File: config.mk
export PLATFORM = sky130hd
export DESIGN_NAME = status_latch
export DESIGN_NICKNAME = d
export VERILOG_FILES = /design/src/rtl/stflag_pkg.sv /design/src/rtl/sflag_bank.sv /design/src/rtl/scmd_decode.sv /design/src/rtl/sresp_shift.sv /design/src/rtl/status_latch.sv
export SDC_FILE = /design/constraint.sdc
export NUM_CORES = 1
export LEC_CHECK = 0
export BUFFER_PORTS_ARGS = -buffer_cell sky130_fd_sc_hd__clkbuf_2
export CORE_MARGIN = 1
export CORE_UTILIZATION = 42
export CTS_CLUSTER_DIAMETER = 40
export DETAILED_ROUTE_END_ITERATION = 8
export PLACE_DENSITY_LB_ADDON = 0.12
export SYNTH_ARGS = -nofsm -noshare
export SYNTH_HDL_FRONTEND = slang
export SYNTH_SLANG_ARGS = --single-unit
File: constraint.sdc
create_clock -name clk -period 1.69 [get_ports clk]
set_input_delay 0.169 -clock clk [delete_from_list [all_inputs] [get_ports clk]]
set_output_delay 0.169 -clock clk [all_outputs]
set_load 0.1 [all_outputs]
File: src/rtl/stflag_pkg.sv
package stflag_pkg;
    // Command byte that returns the word and releases the flags
    localparam logic [7:0] GETSTAT_OPC = 8'hD0;
    // Upper three bits of a generic register-read command byte
    localparam logic [2:0] RDREG_PFX   = 3'b001;
    // Default register address of the status word
    localparam logic [4:0] STAT_ADDR_DEF = 5'h19;
endpackage

File: src/rtl/sflag_bank.sv
module sflag_bank #(
    parameter int N = 8
) (
    input  logic         clk,
    input  logic         rst_n,
    input  logic [N-1:0] set_i,
    input  logic         clr_i,
    output logic [N-1:0] flags_o
);
    typedef struct packed {
        logic [N-1:0] flags;
    } bank_t;

    bank_t        st_d, st_q;
    logic [N-1:0] nxt;

    // set has priority over a release in the same cycle
    for (genvar i = 0; i < N; i++) begin : g_bit
        assign nxt[i] = set_i[i] | (st_q.flags[i] & ~clr_i);
    end

    always_comb begin
        st_d       = st_q;
        st_d.flags = nxt;
    end

    always_ff @(posedge clk or negedge rst_n) begin
        if (!rst_n) st_q <= '0;
        else        st_q <= st_d;
    end

    assign flags_o = st_q.flags;

    // with no release, no flag ever drops
    p_sticky_hold_r2: assert property (@(posedge clk) disable iff (!rst_n)
        !clr_i |=> ((flags_o & $past(flags_o)) == $past(flags_o)));
    // a pulse always lands, even during a release
    p_set_wins_r8: assert property (@(posedge clk) disable iff (!rst_n)
        (|set_i) |=> ((flags_o & $past(set_i)) == $past(set_i)));
    // a release without pulses empties the bank
    p_release_r6: assert property (@(posedge clk) disable iff (!rst_n)
        (clr_i && set_i == '0) |=> (flags_o == '0));
endmodule

File: src/rtl/scmd_decode.sv
module scmd_decode
    import stflag_pkg::*;
#(
    parameter logic [4:0] STAT_ADDR = STAT_ADDR_DEF
) (
    input  logic       rx_valid,
    input  logic       rx_is_cmd,
    input  logic [7:0] rx_byte,
    output logic       get_stat_o,
    output logic       plain_rd_o
);
    logic cmd_ok;

    always_comb begin
        cmd_ok     = rx_valid & rx_is_cmd;
        get_stat_o = cmd_ok & (rx_byte == GETSTAT_OPC);
        plain_rd_o = cmd_ok & (rx_byte[7:5] == RDREG_PFX) & (rx_byte[4:0] == STAT_ADDR);
    end
endmodule

File: src/rtl/sresp_shift.sv
module sresp_shift #(
    parameter int WORD_W = 16
) (
    input  logic              clk,
    input  logic              rst_n,
    input  logic              step_i,
    input  logic              load_i,
    input  logic [WORD_W-1:0] word_i,
    output logic [7:0]        tx_o
);
    localparam int BYTES = WORD_W / 8;
    localparam int CW    = $clog2(BYTES + 1);

    typedef struct packed {
        logic [WORD_W-1:0] data;
        logic [CW-1:0]     left;
    } resp_t;

    resp_t st_d, st_q;

    always_comb begin
        st_d = st_q;
        if (step_i) begin
            if (load_i) begin
                st_d.data = word_i;
                st_d.left = CW'(BYTES);
            end else if (st_q.left != '0) begin
                st_d.data = st_q.data << 8;
                st_d.left = st_q.left - CW'(1);
            end
        end
    end

    always_ff @(posedge clk or negedge rst_n) begin
        if (!rst_n) st_q <= '0;
        else        st_q <= st_d;
    end

    assign tx_o = (st_q.left != '0) ? st_q.data[WORD_W-1 -: 8] : 8'h00;

    // a load presents the high byte of the captured word next
    p_load_high_r4: assert property (@(posedge clk) disable iff (!rst_n)
        load_i |=> (tx_o == $past(word_i[WORD_W-1 -: 8])));
    // when nothing is pending, a plain exchange returns 00h
    p_idle_zero_r4: assert property (@(posedge clk) disable iff (!rst_n)
        (step_i && !load_i && tx_o == 8'h00 && st_q.left == '0) |=> (tx_o == 8'h00));
    // without an exchange the outgoing byte holds
    p_hold_r12: assert property (@(posedge clk) disable iff (!rst_n)
        !step_i |=> $stable(tx_o));
endmodule

File: src/rtl/status_latch.sv
module status_latch
    import stflag_pkg::*;
#(
    parameter int         LIVE_W    = 8,
    parameter int         ALARM_W   = 7,
    parameter logic [4:0] STAT_ADDR = STAT_ADDR_DEF
) (
    input  logic                clk,
    input  logic                rst_n,
    input  logic                rx_valid,
    input  logic                rx_is_cmd,
    input  logic [7:0]          rx_byte,
    input  logic [LIVE_W-1:0]   live_i,
    input  logic [ALARM_W-1:0]  alarm_i,
    input  logic                cmd_fault_i,
    output logic [7:0]          tx_byte,
    output logic [LIVE_W+ALARM_W:0] status_word,
    output logic                flag_n
);
    localparam int FLAG_W = ALARM_W + 1;
    localparam int WORD_W = LIVE_W + FLAG_W;

    logic              get_stat, plain_rd;
    logic [FLAG_W-1:0] flag_set, flags;
    logic [WORD_W-1:0] word_now;

    scmd_decode #(.STAT_ADDR(STAT_ADDR)) u_dec (
        .rx_valid   (rx_valid),
        .rx_is_cmd  (rx_is_cmd),
        .rx_byte    (rx_byte),
        .get_stat_o (get_stat),
        .plain_rd_o (plain_rd)
    );

    // command-engine fault sits at the top bit of the word
    assign flag_set = {cmd_fault_i, alarm_i};

    sflag_bank #(.N(FLAG_W)) u_bank (
        .clk     (clk),
        .rst_n   (rst_n),
        .set_i   (flag_set),
        .clr_i   (get_stat),
        .flags_o (flags)
    );

    // word as it stands before this cycle's release
    assign word_now = {flags, live_i};

    sresp_shift #(.WORD_W(WORD_W)) u_resp (
        .clk    (clk),
        .rst_n  (rst_n),
        .step_i (rx_valid),
        .load_i (get_stat | plain_rd),
        .word_i (word_now),
        .tx_o   (tx_byte)
    );

    assign status_word = word_now;
    assign flag_n      = ~|flags;

    // summary pin tracks the flag field of the word
    p_flag_pin_r10: assert property (@(posedge clk) disable iff (!rst_n)
        flag_n == (status_word[WORD_W-1:LIVE_W] == '0));
    // get-status with no pulses leaves the flag field empty
    p_getstat_clears_r6: assert property (@(posedge clk) disable iff (!rst_n)
        (rx_valid && rx_is_cmd && rx_byte == GETSTAT_OPC && !cmd_fault_i && alarm_i == '0)
        |=> (status_word[WORD_W-1:LIVE_W] == '0));
    // a plain read keeps every flag
    p_plain_keeps_r7: assert property (@(posedge clk) disable iff (!rst_n)
        plain_rd |=> ((flags & $past(flags)) == $past(flags)));
    // argument bytes never release flags
    p_arg_ignored_r11: assert property (@(posedge clk) disable iff (!rst_n)
        (rx_valid && !rx_is_cmd) |=> ((flags & $past(flags)) == $past(flags)));
endmodule

==> impl_metrics.json <==
{
  "run_status": "complete, but fails checks",
  "violations": "DRC, setup timing",
  "rsz0062_at_grt": "yes",
  "cts.sinks": 26,
  "synth_top_area_share_pct": 50.1,
  "hold_violations": 0,
  "r2r_cells": 6,
  "first_pass_iters": 9,
  "holdPathEnd": "u_bank.flags_o[7]",
  "dp_slack_ns": 0.0574,
  "clock_skew_ns": 0.00523,
  "syn_inst": 113,
  "holdPathStages": 2,
  "initial_core_util_pct": 45.5,
  "cts-root-buf": "clkbuf_4",
  "worstPathCellList": "or4_4, nor2_4, buf_12",
  "fmaxAchievable_ghz": 0.574,
  "max-clock-path-buffers": 2,
  "viasPerCell": 4.96,
  "final_common_cell": "clkbuf_2",
  "syn_area_um2": 1300,
  "worst_slew_pin_slew_ns": 0.644,
  "hpwl_mm": 1.91,
  "max_stage_delay_ns": 0.55,
  "slowest_stage": "or4_4",
  "combPwrFrac_pct": 35.0,
  "finalCritPeriodShare_pct": 103,
  "antenna_found_initial": 0,
  "crit_buf_inv": 1,
  "cp-start-kind": "flip-flop",
  "numCtsBuffers": 3,
  "crit_path_end_kind": "output pin",
  "grt_pass1_wl_mm": 4.12,
  "die-area_um2": 3320,
  "io_pins": 53,
  "vias": 997,
  "power_density_nw_per_um2": 793,
  "core_area_um2": 2850,
  "hold_ws_ns": 0.0249,
  "cts_max_level": 1,
  "r2r_slack_ns": 0.08,
  "slew_viol_final": 0,
  "regToRegStartpoint": "u_resp.st_q[0]",
  "yosysTopAreaCell": "dfrtp_1",
  "ir_worst_vdd_mv": 0.437,
  "syn_nets": 142,
  "max_slew_margin_pct": 57.1,
  "cp.arrival_ns": 1.57,
  "overflow": 0,
  "post-route-drc-count": 2,
  "layout_min_cycle_time_ns": 1.74,
  "power_switching_uw": 500,
  "internal_power_uw": 987,
  "clk_latency_ns": 0.31,
  "clk_pin_slew_ns": 0.13,
  "fin_tns_setup_ns": -0.0509,
  "drt-initial-drc-count": 19,
  "yosysUniqueCellTypes": 20,
  "drive_gt1_share_pct": 58.2,
  "num_rows": 19,
  "seq_power_share_pct": 44.7,
  "wl_mm": 2.67,
  "switching_share_pct": 33.7,
  "cp_data_required_time_ns": 1.52,
  "critical_path.top_delay_family": "simple AND/OR/NAND/NOR gates",
  "clkPwrFrac_pct": 20.3,
  "grt_pass1_vias": 960,
  "avgRoutedWirePerCell_um": 13.3,
  "grt_max_degree": 27,
  "antenna_left": 0,
  "num_antenna_cells": 0,
  "gp_routability_congestion": 0.706,
  "stdcell_count": 201,
  "numPortBuffers": 52,
  "synth_area_leaders": "dfrtp_1 50%, mux2_2 14%, mux2i_1 6.2%, a21o_1 4.6%, buf_4 4.6%",
  "min_from": "cmd_fault_i",
  "finalSetupViolations": 1,
  "worstSetupPathType": "reg2out",
  "die_h_um": 57.6,
  "mostFrequentLayoutCells": "43 x clkbuf_2, 26 x dfrtp_1, 16 x mux2_2",
  "yosysWarnings": 0,
  "grt_use_total_pct": 16.6,
  "chipWidth_um": 57.6,
  "worst_slack_ns": -0.0509,
  "drv_cap": 0,
  "critical_path_peak_fanout": 2,
  "cts_tree": "yes",
  "synth.yosys.seq_area_share_pct": 50.1,
  "nets": 200,
  "hold_path.class": "in2reg",
  "power.leakage_nw": 0.898,
  "synth.avg_cell_area_um2": 11.5,
  "dp.cells": 189,
  "synth-seq-cells": 26,
  "regToRegEndpoint": "u_resp.st_q[15]",
  "area_growth_pct": 44.3
}
layout make-up:
class	instances	area (µm²)
multi-input cells	65	591
fillers	244	978
clock buffers	4	36.3
inverters	10	37.5
flip-flops and latches	26	651
repair buffers	65	520
well taps	31	38.8
repair_timing:
item,4_1_cts,5_1_grt
hold endpoints to repair,26,0
buffers inserted,4,3
hold buffers,1,0
pin swaps,1,2
cloned,0,0
setup endpoints to repair,4,16
resized for setup,5,11
routing by layer:
metal | global-route usage (%) | wire length [µm] | share of wire [%] | vias up
li1 | - | - | - | 481
met1 | 19.3 | 1080 | 40 | 481
met2 | 29.4 | 1450 | 54 | 31
met3 | 2.68 | 99 | 3.7 | 4
met4 | 8.71 | 34 | 1.3 | 0
met5 | 0 | 0 | 0 | -
power by group through the flow:
| stage | combinational [mW] | clock (mW) | sequential, mW |
|---|---|---|---|
| 4_1_cts | 0.451 | 0.319 | 0.663 |
| 5_1_grt | 0.560 | 0.347 | 0.667 |
| 2_1_floorplan | 0.302 | 0 | 0.674 |
| 6_report | 0.521 | 0.301 | 0.665 |
| 3_5_place_dp | 0.441 | 0 | 0.676 |
| 3_3_place_gp | 0.428 | 0 | 0.674 |
stage by stage:
stage | instance area, µm² | utilization [%] | power, mW
after global routing | 1870 | 65.7 | 1.57
final | 1870 | 65.7 | 1.49
after detailed placement | 1720 | 60.1 | 1.12
after floorplan | 1310 | - | 0.976
after global placement | 1720 | 60.1 | 1.10
after CTS | 1810 | 63.3 | 1.43
cells in the mapped netlist:
master and number:
a211o_1 1, a21o_1 8, a21oi_4 1, buf_2 3, buf_4 8, buf_8 1, dfrtp_1 26, ha_1 1
inv_1 10, mux2_2 16, mux2i_1 8, nand2_1 9, nand2b_1 1, nand4_1 2, nor2_1 5, nor2b_1 8
or2_1 1, or4_1 2, or4_4 1, xnor2_1 1
worst reg2reg max path, cell delays in order (launching register included):
cell and delay (ns):
dfrtp_1 0.39, inv_1 0.09, ha_2 0.18, nand2b_4 0.12, buf_12 0.14, mux2_2 0.33, mux2_2 0.26
logic make-up after synthesis:
group	synth area share [%]
multiplexers	20.0
AO/OA/AOI/OAI	6.55
adder cells (fa/ha/maj)	0.963
buffers and inverters	9.83
AND/OR/NAND/NOR	11.8
XOR/XNOR	0.674
flip-flops	50.1
state kept, by name, indices dropped and copies added (netlist names):
register,cells
u_bank.flags_o,8
u_resp.st_q,18
worst max-delay path by stage:
stage / from / endpoint / cells past startpoint
floorplan: u_bank.flags_o[0] / flag_n / 2
global placement: u_resp.st_q[0] / u_resp.st_q[13] / 6
detailed placement: u_resp.st_q[0] / u_resp.st_q[16] / 6
CTS: u_bank.flags_o[4] / flag_n / 3
global route: u_bank.flags_o[6] / flag_n / 3
finish: u_bank.flags_o[6] / flag_n / 3
No activity file was read; power rests on OpenSTA's default activity.
